$ cat src/rtl/mscan_pkg.sv
package mscan_pkg;

    localparam int SETUP_W   = 4;
    localparam int WORD_W    = 24;
    localparam int ROUND_W   = 8;
    localparam int CMD_BITS  = 8;
    localparam int FLAG_BITS = 8;
    localparam int CNT_W     = $clog2(WORD_W + 1);

    typedef enum logic [1:0] {
        S_CMD  = 2'd0,
        S_CONV = 2'd1,
        S_FLAG = 2'd2,
        S_DATA = 2'd3
    } port_state_t;

    // Synthetic conversion value produced by the stub converter.
    function automatic logic [WORD_W-1:0] mk_result(
        input logic [SETUP_W-1:0] setup,
        input logic [ROUND_W-1:0] round
    );
        return {setup, 4'hC, round, 8'h5A ^ {4'h0, setup}};
    endfunction

endpackage

$ cat src/rtl/sclk_edge.sv
module sclk_edge (
    input  logic clk,
    input  logic rst_n,
    input  logic sclk,
    input  logic sdi,
    output logic rise,
    output logic fall,
    output logic sdi_s
);
    logic sclk_m, sclk_s, sclk_d;
    logic sdi_m;

    always_ff @(posedge clk or negedge rst_n) begin
        if (!rst_n) begin
            sclk_m <= 1'b0;
            sclk_s <= 1'b0;
            sclk_d <= 1'b0;
            sdi_m  <= 1'b0;
            sdi_s  <= 1'b0;
        end else begin
            sclk_m <= sclk;
            sclk_s <= sclk_m;
            sclk_d <= sclk_s;
            sdi_m  <= sdi;
            sdi_s  <= sdi_m;
        end
    end

    assign rise = sclk_s & ~sclk_d;
    assign fall = ~sclk_s & sclk_d;

endmodule

$ cat src/rtl/result_fifo.sv
module result_fifo #(
    parameter int WIDTH = 24,
    parameter int DEPTH = 16
) (
    input  logic             clk,
    input  logic             rst_n,
    input  logic             clr,
    input  logic             push,
    input  logic [WIDTH-1:0] din,
    input  logic             pop,
    output logic [WIDTH-1:0] dout,
    output logic             empty,
    output logic             full,
    output logic             underflow
);
    localparam int PTR_W = $clog2(DEPTH);
    localparam int CNT_W = $clog2(DEPTH + 1);
    localparam logic [PTR_W-1:0] LAST_IDX = PTR_W'(DEPTH - 1);

    logic [WIDTH-1:0] mem [DEPTH];
    logic [PTR_W-1:0] wr_ptr, rd_ptr;
    logic [CNT_W-1:0] count;
    logic             do_push, do_pop;

    assign empty   = (count == '0);
    assign full    = (count == CNT_W'(DEPTH));
    assign do_push = push & ~full;
    assign do_pop  = pop & ~empty;
    assign dout    = mem[rd_ptr];

    always_ff @(posedge clk) begin
        if (do_push) mem[wr_ptr] <= din;
    end

    always_ff @(posedge clk or negedge rst_n) begin
        if (!rst_n) begin
            wr_ptr    <= '0;
            rd_ptr    <= '0;
            count     <= '0;
            underflow <= 1'b0;
        end else if (clr) begin
            wr_ptr    <= '0;
            rd_ptr    <= '0;
            count     <= '0;
            underflow <= 1'b0;
        end else begin
            if (do_push) wr_ptr <= (wr_ptr == LAST_IDX) ? '0 : wr_ptr + 1'b1;
            if (do_pop)  rd_ptr <= (rd_ptr == LAST_IDX) ? '0 : rd_ptr + 1'b1;
            count <= count + CNT_W'(do_push) - CNT_W'(do_pop);
            if (pop && empty) underflow <= 1'b1;
        end
    end

endmodule

$ cat src/rtl/conv_stub.sv
module conv_stub
    import mscan_pkg::*;
#(
    parameter int CONV_CYC = 64
) (
    input  logic               clk,
    input  logic               rst_n,
    input  logic               start,
    input  logic [SETUP_W-1:0] setup,
    input  logic [ROUND_W-1:0] round,
    output logic               busy,
    output logic               done,
    output logic [WORD_W-1:0]  result
);
    localparam int TMR_W = $clog2(CONV_CYC + 1);
    localparam logic [TMR_W-1:0] TMR_END = TMR_W'(CONV_CYC - 1);

    logic [TMR_W-1:0]   tmr;
    logic [SETUP_W-1:0] setup_q;
    logic [ROUND_W-1:0] round_q;

    assign done   = busy && (tmr == TMR_END);
    assign result = mk_result(setup_q, round_q);

    always_ff @(posedge clk or negedge rst_n) begin
        if (!rst_n) begin
            busy    <= 1'b0;
            tmr     <= '0;
            setup_q <= '0;
            round_q <= '0;
        end else if (start && !busy) begin
            busy    <= 1'b1;
            tmr     <= '0;
            setup_q <= setup;
            round_q <= round;
        end else if (busy) begin
            if (done) busy <= 1'b0;
            tmr <= tmr + 1'b1;
        end
    end

endmodule

$ cat src/rtl/mscan_readout.sv
module mscan_readout
    import mscan_pkg::*;
#(
    parameter int CONV_CYC   = 64,
    parameter int FIFO_DEPTH = 16
) (
    input  logic clk,
    input  logic rst_n,
    input  logic sclk,
    input  logic sdi,
    output logic sdo
);
    port_state_t state, nstate;

    logic rise_evt, fall_evt, sdi_s;

    logic [CNT_W-1:0]    bitcnt;
    logic [CMD_BITS-1:0] cmd_sr;
    logic [FLAG_BITS-1:0] flag_sr;
    logic [SETUP_W-1:0]  ptr, cur, wordcnt;
    logic                sweep, cont, quit;
    logic [ROUND_W-1:0]  round;
    logic [WORD_W-1:0]   data_sr;

    logic                stub_start, stub_busy, stub_done;
    logic [WORD_W-1:0]   stub_result;

    logic                fifo_push, fifo_pop, fifo_clr;
    logic                fifo_empty, fifo_full, fifo_underflow;
    logic [WORD_W-1:0]   fifo_dout;

    logic [CMD_BITS-1:0] cmd_byte;
    logic                cmd_done, cmd_ok;
    logic                conv_fin, flag_end, word_end, frame_end;
    logic [SETUP_W-1:0]  first_setup, span;

    sclk_edge u_edge (
        .clk   (clk),
        .rst_n (rst_n),
        .sclk  (sclk),
        .sdi   (sdi),
        .rise  (rise_evt),
        .fall  (fall_evt),
        .sdi_s (sdi_s)
    );

    conv_stub #(.CONV_CYC(CONV_CYC)) u_stub (
        .clk    (clk),
        .rst_n  (rst_n),
        .start  (stub_start),
        .setup  (cur),
        .round  (round),
        .busy   (stub_busy),
        .done   (stub_done),
        .result (stub_result)
    );

    result_fifo #(.WIDTH(WORD_W), .DEPTH(FIFO_DEPTH)) u_fifo (
        .clk       (clk),
        .rst_n     (rst_n),
        .clr       (fifo_clr),
        .push      (fifo_push),
        .din       (stub_result),
        .pop       (fifo_pop),
        .dout      (fifo_dout),
        .empty     (fifo_empty),
        .full      (fifo_full),
        .underflow (fifo_underflow)
    );

    // Event decode
    assign cmd_byte    = {cmd_sr[CMD_BITS-2:0], sdi_s};
    assign cmd_ok      = cmd_byte[7] & ~cmd_byte[0];
    assign cmd_done    = (state == S_CMD) && rise_evt && (bitcnt == CNT_W'(CMD_BITS - 1));
    assign first_setup = sweep ? '0 : ptr;
    assign span        = ptr - first_setup;
    assign conv_fin    = (state == S_CONV) && stub_done && (cur == ptr);
    assign flag_end    = (state == S_FLAG) && fall_evt && (bitcnt == CNT_W'(FLAG_BITS));
    assign word_end    = (state == S_DATA) && fall_evt && (bitcnt == CNT_W'(WORD_W));
    assign frame_end   = word_end && (wordcnt == span);

    assign stub_start  = (state == S_CONV) && !stub_busy;
    assign fifo_push   = (state == S_CONV) && stub_done;
    assign fifo_pop    = flag_end || (word_end && !frame_end);
    assign fifo_clr    = (state == S_CMD);

    // State register
    always_ff @(posedge clk or negedge rst_n) begin
        if (!rst_n) state <= S_CMD;
        else        state <= nstate;
    end

    // Next-state logic
    always_comb begin
        nstate = state;
        unique case (state)
            S_CMD:  if (cmd_done && cmd_ok) nstate = S_CONV;
            S_CONV: if (conv_fin)           nstate = S_FLAG;
            S_FLAG: if (flag_end)           nstate = S_DATA;
            S_DATA: if (frame_end)          nstate = quit ? S_CMD : S_CONV;
            default:                        nstate = S_CMD;
        endcase
    end

    // Sequencing datapath
    always_ff @(posedge clk or negedge rst_n) begin
        if (!rst_n) begin
            bitcnt  <= '0;
            cmd_sr  <= '0;
            flag_sr <= '0;
            ptr     <= '0;
            sweep   <= 1'b0;
            cont    <= 1'b0;
            quit    <= 1'b0;
            cur     <= '0;
            wordcnt <= '0;
            round   <= '0;
            data_sr <= '0;
        end else begin
            unique case (state)
                S_CMD: begin
                    if (rise_evt) begin
                        cmd_sr <= cmd_byte;
                        bitcnt <= cmd_done ? '0 : bitcnt + 1'b1;
                    end
                    if (cmd_done && cmd_ok) begin
                        ptr   <= cmd_byte[6:3];
                        sweep <= cmd_byte[2];
                        cont  <= cmd_byte[1];
                        cur   <= cmd_byte[2] ? '0 : cmd_byte[6:3];
                        round <= '0;
                    end
                end
                S_CONV: begin
                    bitcnt <= '0;
                    if (stub_done && !conv_fin) cur <= cur + 1'b1;
                end
                S_FLAG: begin
                    if (rise_evt && bitcnt < CNT_W'(FLAG_BITS)) begin
                        flag_sr <= {flag_sr[FLAG_BITS-2:0], sdi_s};
                        bitcnt  <= bitcnt + 1'b1;
                    end
                    if (flag_end) begin
                        quit    <= !cont || (flag_sr == '1);
                        data_sr <= fifo_dout;
                        bitcnt  <= '0;
                        wordcnt <= '0;
                    end
                end
                S_DATA: begin
                    if (rise_evt && bitcnt < CNT_W'(WORD_W)) bitcnt <= bitcnt + 1'b1;
                    if (fall_evt) begin
                        if (frame_end) begin
                            bitcnt <= '0;
                            if (!quit) begin
                                round <= round + 1'b1;
                                cur   <= first_setup;
                            end
                        end else if (word_end) begin
                            data_sr <= fifo_dout;
                            bitcnt  <= '0;
                            wordcnt <= wordcnt + 1'b1;
                        end else begin
                            data_sr <= {data_sr[WORD_W-2:0], 1'b0};
                        end
                    end
                end
                default: bitcnt <= '0;
            endcase
        end
    end

    // Output register
    always_ff @(posedge clk or negedge rst_n) begin
        if (!rst_n) begin
            sdo <= 1'b1;
        end else begin
            unique case (state)
                S_CMD:  sdo <= 1'b1;
                S_CONV: sdo <= conv_fin ? 1'b0 : 1'b1;
                S_FLAG: sdo <= flag_end ? fifo_dout[WORD_W-1] : 1'b0;
                S_DATA: begin
                    if (frame_end)     sdo <= 1'b1;
                    else if (word_end) sdo <= fifo_dout[WORD_W-1];
                    else if (fall_evt) sdo <= data_sr[WORD_W-2];
                end
                default: sdo <= 1'b1;
            endcase
        end
    end

endmodule

$ cat config.mk
export PLATFORM = sky130hd
export DESIGN_NAME = mscan_readout
export DESIGN_NICKNAME = d
export VERILOG_FILES = /design/src/rtl/mscan_pkg.sv /design/src/rtl/sclk_edge.sv /design/src/rtl/result_fifo.sv /design/src/rtl/conv_stub.sv /design/src/rtl/mscan_readout.sv
export SDC_FILE = /design/constraint.sdc
export NUM_CORES = 1
export LEC_CHECK = 0
export ABC_AREA = 1
export CAP_MARGIN = 20
export CORE_MARGIN = 1.5
export CORE_UTILIZATION = 47
export DETAILED_ROUTE_END_ITERATION = 6
export SETUP_SLACK_MARGIN = 0.05
export SLEW_MARGIN = 5
export SYNTH_ARGS = -nofsm -noshare
export SYNTH_HDL_FRONTEND = slang
export SYNTH_SLANG_ARGS = --single-unit
$ cat constraint.sdc
create_clock -name clk -period 3.4 [get_ports clk]
set_input_delay 0.51 -clock clk [delete_from_list [all_inputs] [get_ports clk]]
set_output_delay 0.51 -clock clk [all_outputs]
set_load 0.02 [all_outputs]
Word level (Yosys, flattened, before mapping)
Memory sizes are Yosys's and may differ from the RTL's.
Cells that the tools add are included.
- memories: 1
- word-level logic and storage cells: 173
- bits in latches: 0
- output and inout bits: 1
- bits in registers: 107
- bits in writable memories: 288
- bits in read-only memories: 0
- memories (name ; words ; width ; rd ports ; clocked after memory_dff ; wr ports ; line ; text):
    u_fifo.mem ; 16 ; 18 ; 1 ; 0 ; 1 ; result_fifo.sv:20 ; logic [WIDTH-1:0] mem [DEPTH];
- $mul: 0
- order comparisons: 2
- eq/ne operators: 25
- $add $sub $neg: 10
- bitwise operators: 11
- divide/modulo/power cells: 0
- shift-type cells: 0
- reduce and logical (&&, ||, !) cells: 41
- multiplexer cells: 58
- operators by type and width (operator ; count):
    $mux 23 ; 4
    $mux 4 ; 17
    $pmux 23 s2 ; 1
    $mux 5 ; 9
    $mux 8 ; 4
    $pmux 5 s4 ; 1
    $logic_and 1x1->1 ; 17
    $add 4x1->4 const B ; 4
    $ne 2x2->1 const B ; 8
    $pmux 8 s2 ; 1
    $mux 7 ; 2
    $pmux 4 s3 ; 1
    $mux 1 ; 11
    $eq 5x5->1 const B ; 2
    $reduce_and 2->1 ; 5
    $reduce_and 5->1 ; 2
    $reduce_bool 2->1 ; 5
    $add 8x1->8 const B ; 1
    $eq 4x4->1 ; 2
    $eq 4x4->1 const B ; 2
    $eq 8x8->1 const B ; 1
    $mux 2 ; 4
    $pmux 2 s4 ; 1
    $pmux 4 s2 ; 1
    26 further kinds ; 41

Depth between registers and ports, before layout
Gate-level depths: netlist (run 1).
- depth in word-level cells: 11
- depth in mapped cells: 22
- mapped depth without buffers: 21

Hierarchy
A second synthesis (run 1) with hierarchy kept.
- cell total of the unflattened synthesis: 2307
- area, all modules: 22197.5 um^2
- by module, submodules not included (module ; sequential area each (um^2) ; area an instance (um^2) ; cells an instance ; instances):
    result_fifo ; 11881.4 ; 17002.6 ; 1633 ; 1
    mscan_readout ; 1727.9 ; 4111.4 ; 554 ; 1
    conv_stub ; 500.5 ; 943.4 ; 111 ; 1
    sclk_edge ; 125.1 ; 140.1 ; 9 ; 1

Worst setup path before layout (run 1)
OpenSTA, ideal clock, no wires.
- path kind: register to register
- from: reg sweep
- to: reg u_fifo.count[4]
- required time: 3.268 ns
- clock period less this slack: 2.937 ns
- arrival: 2.804 ns
- path slack: 0.463 ns
- path buffers: 1
- cell stages (with the launch flop): 23
- cells stage by stage: dfrtp_1 > buf_2 > nand2_1 > ha_1 > inv_1 > nand2_1 > nand2_1 > nand2_1 > nor2_1 > nand2_1 > nand2_1 > nand2_1 > nand2_1 > inv_1 > ha_1 > inv_1 > ha_1 > fa_1 > nand2_1 > a21oi_1 > nor2_1 > xor2_1 > nor2_1
- cells in the longest elaborated chain, start to end: 10
- RTL lines (what ; line ; text):
    from (decl) ; mscan_readout.sv:21 ; logic sweep, cont, quit;
    from (signal assigned) ; mscan_readout.sv:128 ; sweep <= cmd_byte[2];
    $mux 4 ; mscan_readout.sv:75 ; assign first_setup = sweep ? '0 : ptr;
    $sub 4x4->4 ; mscan_readout.sv:76 ; assign span = ptr - first_setup;
    $eq 4x4->1 ; mscan_readout.sv:80 ; assign frame_end = word_end && (wordcnt == span);
    $logic_and 1x1->1 ; mscan_readout.sv:80 ;
    $logic_not 1->1 ; mscan_readout.sv:84 ; assign fifo_pop = flag_end || (word_end && !frame_end);
    $logic_and 1x1->1 ; mscan_readout.sv:84 ;
    $logic_or 1x1->1 ; mscan_readout.sv:84 ;
    $and 1x1->1 ; result_fifo.sv:28 ; assign do_pop = pop & ~empty;
    $sub 5x1->5 ; result_fifo.sv:49 ; count <= count + CNT_W'(do_push) - CNT_W'(do_pop);
    $mux 5 ; result_fifo.sv:41 ; end else if (clr) begin
    to (signal assigned) ; result_fifo.sv:49 ;
    to (decl) ; result_fifo.sv:22 ; logic [CNT_W-1:0] count;
No other way between the ends.
A chain may end at the register's enable or synchronous reset.

Worst setup path after layout (run 1)
- from: reg ptr[1]
- to: reg u_fifo.count[4]
- cells in the longest elaborated chain, start to end: 10
- RTL lines (what ; line ; text):
    from (decl) ; mscan_readout.sv:20 ; logic [SETUP_W-1:0] ptr, cur, wordcnt;
    from (signal assigned) ; mscan_readout.sv:127 ; ptr <= cmd_byte[6:3];
    $mux 4 ; mscan_readout.sv:75 ;
    $sub 4x4->4 * ; mscan_readout.sv:76 ;
    $eq 4x4->1 * ; mscan_readout.sv:80 ;
    $logic_and 1x1->1 * ; mscan_readout.sv:80 ;
    $logic_not 1->1 * ; mscan_readout.sv:84 ;
    $logic_and 1x1->1 * ; mscan_readout.sv:84 ;
    $logic_or 1x1->1 * ; mscan_readout.sv:84 ;
    $and 1x1->1 * ; result_fifo.sv:28 ;
    $sub 5x1->5 * ; result_fifo.sv:49 ;
    $mux 5 * ; result_fifo.sv:41 ;
Every way passes the cells marked *; elsewhere a longest branch is shown, timed or not.

==> results.md, run 1 <==
* Status: complete, no violations
* Final nets at 1,429
* Ys flop type: edfxtp_1
* Most prevalent standard cell on the critical path: nand2_1
* Die H at 179 µm
* I/O Buffers at 4
* # IOs at 5
* Setup TNS at 0 ns
* Residual DRC at 0
* Starting Density at 47.6%
* Vias per inst at 5.35
* Synth Instances at 1,384
* Register-to-register setup slack at 0.39 ns
* Slowest Stage Delay on Critical Path at 0.44 ns
* Hold crit path type: reg2reg
* CTS tree: yes
* Leakage at 0.00633 µW
* Clock Path Buffers at 3
* Register area share after synthesis at 64.9%
* Total GRT Usage at 21.5%
* Root buf cell: clkbuf_16
* Max-slew headroom at 32.4%
* H-tree depth at 2
* Iteration-0 DRC Markers at 856
* Clock sinks at 331
* Global route overflow at 0
* Clk_lat worst skew at 0.52 ns
* Setup Buffers After CTS at 0
* CP Class: reg2reg
* Post-Syn Area at 14,500 µm²
* Slew @ Worst Pin at 1.01 ns
* Worst-path cell chain: nand2_1 -> ha_1 -> inv_1 -> nand2_1 -> nand2_1 -> nand2_1 -> nor2_2 -> nand2_1 -> nand2_1 -> nand2_1 -> nand2_1 -> inv_1 -> ha_1 -> inv_1 -> ha_1 -> fa_1 -> nand2_1 -> a21oi_1 -> nor2_1 -> xor2_1 -> nor2_1
* Share of cells above drive strength 1 at 9.66%
* DIE AREA at 31,900 µm²
* Number of synthesized flops with an enable pin at 224
* Critical Path RT at 3.80 ns
* Pwr Total at 11,500 µW
* Synth Warn # at 0
* Placed inst area at 15,100 µm²
* Worst-path fanout max at 3
* Die Span X at 179 µm
* WP data arrival at 3.41 ns
* Fin Hold WS at 0.349 ns
* Aggregate routed wire length at 32,800 µm
* Site row count at 64
* Critical Path Start Type: flop
* Fin Clk Skew at 0.0197 ns
* Antenna diodes at 0
* Area Overhead vs Synth at 12.2%
* DRT antenna net count at 0
* Routability congestion estimate at 0.834
* Routed vias at 9,758
* Final period utilization at 88.6%
* First-pass GRT wire length at 52,800 µm
* Pwr per Cell Area at 710 nW/µm²
* TritonRoute pass-1 iters at 6
* Non-Filler Instances at 1,825
* Total of max-cap violations at 0
* Worst VDD drop at 565 µV
* Final HPWL DP at 20,200 µm
* Register bit total from synthesis at 331
* RSZ-0062 raised after global routing: false
* Synth unique cells at 46
* Clk slew on worst S/H paths at 0.06 ns
* Largest net degree at the start of global routing at 117
* Core area at 30,400 µm²
* Initial antenna violation count at 0
* Routed WL per cell at 18.0 µm
* Vias in the first global route at 9,615
* Crit path max-delay cell type: fa_1
* Async S/R FF share, synth at 32.3%
* Synth Area per Inst at 10.5 µm²
* Minimum clock period at 3.01 ns
* CP Capture Type: flop
* Max Slew Vio Count at 0
* Final instance area at 16,200 µm²
* Syn nets at 1,411
* Total placed cells including tap cells at 1,760
* FMAX at 0.332 GHz
* Total CTS buffers at 35
* Final hold violations at 0
* # setup viols final at 0
power by group:
part	total (µW)	switching, µW	internal [µW]
Clock	3780	1530	2250
Sequential	5080	328	4750
Combinational	2680	1860	822
Total	11500	3720	7820
final cells by class:
class	instances	area, µm²
clock buffer	50	1020
clock inverter	14	136
fill	2696	14200
inverter	89	334
multi-input combinational	902	4460
sequential	331	9410
tap	396	495
timing repair buffer	43	395
worst max-delay path: cells and delay by family, from the launching register on:
family	cells	cell delay, ns
fa+ha+maj	4	1.17
simple gates	12	0.97
buf+inv	3	0.15
flops	1	0.39
xor+xnor	1	0.15
compound gates	1	0.06
timing repair:
item | CTS | global route
hold buffers | 1 | 0
endpoints found under the setup margin | 0 | 1
resized for setup | 0 | 1
endpoints found under the hold margin | 30 | 0
synth_stat cells (2+ instances only):
cell type,number,area [µm²]
a21oi_1,15,75.1
buf_1,3,11.3
buf_2,21,105
buf_4,4,30.0
buf_6,2,22.5
clkbuf_1,32,120
clkinv_1,2,7.51
dfrtp_1,106,2650
edfxtp_1,224,6730
ha_1,22,275
inv_1,84,315
inv_2,3,11.3
nand2_1,249,935
nand2_2,4,25.0
nand2_4,2,22.5
nand3_1,84,420
nand3_4,2,35.0
nand3b_1,4,30.0
nand4_1,4,25.0
nand4_2,2,25.0
nor2_1,235,882
nor2_2,11,68.8
nor2_4,3,33.8
nor2_8,2,40.0
nor3_1,3,15.0
o211ai_1,50,375
o21ai_0,163,816
o21ai_1,8,40.0
o21ai_2,8,70.1
o221ai_1,3,26.3
or2_2,6,37.5
xnor2_1,4,35.0
xor2_1,6,52.6
kinds of logic (layout without fill, tap and decap cells):
logic type	count (synthesis)	in the layout	synth area share (%)
simple gates	614	614	18.0
flops	331	331	64.9
compound gates	253	253	9.98
buf+inv	151	196	4.30
fa+ha+maj	23	23	2.04
xor+xnor	10	10	0.605
other cells	1	1	0.0259
mux	1	1	0.0777
through the flow:
step	setup slack, ns	utilization [%]
floorplan	0.464	-
global route	0.151	53.4
finish	0.389	53.4
CTS	0.298	53.4
global placement	0.354	49.6
detailed placement	0.303	49.6
path summary, 6_finish.rpt:
check | to | cells after the start | from
hold reg to reg | u_edge.sdi_s$_DFF_PN0_ | 0 | u_edge.sdi_m$_DFF_PN0_
setup reg to reg | u_fifo.count[4]$_DFF_PN0_ | 21 | ptr[1]$_DFFE_PN0P_
max in group asynchronous | round[6]$_DFFE_PN0P_ | 3 | rst_n
hold / removal | u_edge.sdi_s$_DFF_PN0_ | 0 | u_edge.sdi_m$_DFF_PN0_
setup / recovery | u_fifo.count[4]$_DFF_PN0_ | 21 | ptr[1]$_DFFE_PN0P_
min in group asynchronous | data_sr[5]$_DFFE_PN0P_ | 2 | rst_n
flip-flops by register name, summed over array words and instances, names as in the netlist, 2 cells and up:
register        cells
cur                 4
u_stub.tmr          7
u_fifo.wr_ptr       4
u_fifo.rd_ptr       4
u_stub.round_q      8
bitcnt              5
round               8
wordcnt             4
state               2
u_fifo.mem        224
u_fifo.count        5
data_sr            23
u_stub.setup_q      4
flag_sr             8
cmd_sr              7
ptr                 4
routing by layer:
metal	track usage (%)	vias to the layer above	routed length, µm
li1	-	4766	-
met1	30.1	4732	14900
met2	35.0	212	15500
met3	2.64	48	1540
met4	6.91	0	860
met5	0	-	0
placed cells by master (no fill, tap or decap), drive strengths merged, types with 6 or more instances in the layout:
cell type and instances:
a21oi 15, buf 39, clkbuf 50, clkinv 12, dfrtp 106, edfxtp 224, ha 22, inv 88
nand2 255, nand3 86, nand4 6, nor2 251, o211ai 50, o21ai 179, or2 7, xor2 6
No activity file was read; power rests on OpenSTA's default activity.
==> inputs of run 2 (changes only) <==
--- a/config.mk
+++ b/config.mk
@@ -6,7 +6,7 @@
 export NUM_CORES = 1
 export LEC_CHECK = 0
 export ABC_AREA = 1
-export CAP_MARGIN = 20
+export CAP_MARGIN = 10
 export CORE_MARGIN = 1.5
 export CORE_UTILIZATION = 47
 export DETAILED_ROUTE_END_ITERATION = 6
==> results of run 2 <==
Same layout as run 1: the final DEF is identical, and so are final timing and power.
==> inputs of run 3 (changes only) <==
--- a/config.mk
+++ b/config.mk
@@ -8,10 +8,12 @@
 export ABC_AREA = 1
 export CAP_MARGIN = 10
 export CORE_MARGIN = 1.5
-export CORE_UTILIZATION = 47
+export CORE_UTILIZATION = 60
 export DETAILED_ROUTE_END_ITERATION = 6
+export PLACE_DENSITY = 0.76
 export SETUP_SLACK_MARGIN = 0.05
 export SLEW_MARGIN = 5
 export SYNTH_ARGS = -nofsm -noshare
 export SYNTH_HDL_FRONTEND = slang
+export SYNTH_HIERARCHICAL = 1
 export SYNTH_SLANG_ARGS = --single-unit
==> results.md, run 3 <==
* Die Span X at 195 µm
* CP Capture Type: flop
* Die H at 195 µm
* Global route overflow at 0
* RSZ-0062 raised after global routing: false
* Core area at 36,400 µm²
* Residual DRC at 0
* Critical Path RT at 3.89 ns
* Vias in the first global route at 15,200
* Switching pwr at 5390 µW
* FMAX at 0.329 GHz
* Clk slew on worst S/H paths at 0.06 ns
* Final period utilization at 89.4%
* Clk_lat worst skew at 0.60 ns
* Pwr per Cell Area at 680 nW/µm²
* TritonRoute pass-1 iters at 6
* CP Class: reg2reg
* Routed vias at 15,400
* Hold crit path type: in2reg
* Switching Fraction at 32.6%
* Share of cells above drive strength 1 at 7.74%
* Gate power share at 22.8%
* Biggest register: u_fifo/mem
* Clock sinks at 491
* Final nets at 2,325
* DRT antenna net count at 0
* I/O Buffers at 4
* Fin Clk Skew at 0.0275 ns
* Vias per inst at 5.47
* # IOs at 5
* Final setup margin at 0.360 ns
* Setup WS pre-CTS at 0.296 ns
* WP data arrival at 3.52 ns
* Routed WL per cell at 18.3 µm
* Total of max-cap violations at 0
* Largest net degree at the start of global routing at 97
* Antenna diodes at 0
* Root buf cell: clkbuf_16
* Site row count at 70
* Synth Instances at 2,301
* Clock Path Buffers at 3
* Synth Warn # at 6
* Max-slew headroom at 26.1%
* Area Overhead vs Synth at 9.74%
* Total GRT Usage at 27.8%
* Status: complete, no violations
* Worst-path fanout max at 5
* Iteration-0 DRC Markers at 1,531
* Clk pwr share at 32.5%
* First-pass GRT wire length at 81,700 µm
* Total CTS buffers at 50
* Pint at 11,100 µW
* Final hold violations at 0
* DIE AREA at 38,100 µm²
* Initial antenna violation count at 0
* Most frequent cells in the layout: 922 x nand2_1, 384 x edfxtp_1, 216 x inv_1
* Leakage at 0.0106 µW
* Slew @ Worst Pin at 1.11 ns
* Worst VDD drop at 493 µV
* Max reg flops at 384
* Top Registers: u_fifo/mem: 384 flops, data_sr: 23 flops
* Final HPWL DP at 30,500 µm
* Setup TNS at 0 ns
* Starting Density at 60.8%
* # setup viols final at 0
* Aggregate routed wire length at 51,300 µm
* CTS tree: yes
* H-tree depth at 2
* Max Slew Vio Count at 0
* Minimum clock period at 3.04 ns
* Critical Path Start Type: flop
* Synth Area per Inst at 9.63 µm²
* Most common cell after layout, fill and taps aside: nand2_1
* Routability congestion estimate at 0.884
* Post-Syn Area at 22,200 µm²
* Sequential power share at 44.7%
run 3: final timing paths:
check | to | slack (ns) | start | cells after the start
max | u_fifo/count[4]$_DFF_PN0_ | 0.36 | sweep$_DFFE_PN0P_ | 21
min | u_edge/sdi_m$_DFF_PN0_ | 0.35 | sdi | 1
max reg2reg | u_fifo/count[4]$_DFF_PN0_ | 0.36 | sweep$_DFFE_PN0P_ | 21
min reg2reg | u_edge/sclk_s$_DFF_PN0_ | 0.36 | u_edge/sclk_m$_DFF_PN0_ | 0
max in group asynchronous | flag_sr[0]$_DFFE_PN0P_ | 2.08 | rst_n | 3
min in group asynchronous | data_sr[18]$_DFFE_PN0P_ | 0.53 | rst_n | 2
run 3: metal layers:
layer | global-route usage (%) | share of wire [%] | routed length [µm] | vias to the layer above
met3 | 4.47 | 7.1 | 3650 | 113
met4 | 13.7 | 4.8 | 2470 | 0
met2 | 45.4 | 48 | 24400 | 607
met1 | 36.7 | 41 | 20800 | 7285
met5 | 0 | 0 | 0 | -
li1 | - | - | - | 7359
run 3: repair_timing:
item / 4_1_cts / 5_1_grt
endpoints found under the setup margin: 0 / 2
hold buffers: 1 / 0
gates resized for setup: 0 / 3
endpoints found under the hold margin: 21 / 0
setup buffers: 0 / 4
run 3: layout make-up:
cell class | instances | area, µm²
timing repair buffer | 47 | 500
fill | 2679 | 12100
tap | 468 | 586
clock buffer | 63 | 1330
clock inverter | 30 | 263
sequential | 491 | 14200
multi-input combinational | 1476 | 6530
inverter | 232 | 881
run 3: worst max-delay path, stage by stage (launching register included):
cell and delay (ns):
dfrtp_2 0.44, nand2_2 0.08, ha_1 0.24, inv_1 0.06, nand2_1 0.04, nand2_1 0.04
nand3_1 0.07, nor2_2 0.17, nand2_1 0.09, nand2_1 0.06, nand2_1 0.09, nand2_2 0.09
inv_1 0.07, ha_1 0.27, inv_1 0.06, ha_1 0.16, inv_1 0.06, fa_1 0.37
inv_1 0.09, nand3_1 0.13, a21oi_2 0.17, nor2_1 0.05
run 3: power groups by stage:
stage	clock network (µW)	registers (µW)	logic [µW]
final	5360	7390	3770
after global routing	5670	7440	4240
after CTS	5440	7390	3740
after detailed placement	0	7510	3710
after global placement	0	7480	3600
after floorplan	0	7310	2970
run 3: through the flow:
| stage | area, µm² | hold WS, ns | total power [µW] | util (%) | instances |
|---|---|---|---|---|---|
| after floorplan | 22200 | 0.214 | 10300 | - | 2307 |
| after global placement | 22700 | 0.333 | 11100 | 62.2 | 2709 |
| after global routing | 24300 | 0.345 | 17300 | 66.7 | 2807 |
| after CTS | 24300 | 0.337 | 16600 | 66.6 | 2803 |
| final | 24300 | 0.354 | 16500 | 66.7 | 2807 |
| after detailed placement | 22700 | 0.342 | 11200 | 62.2 | 2709 |
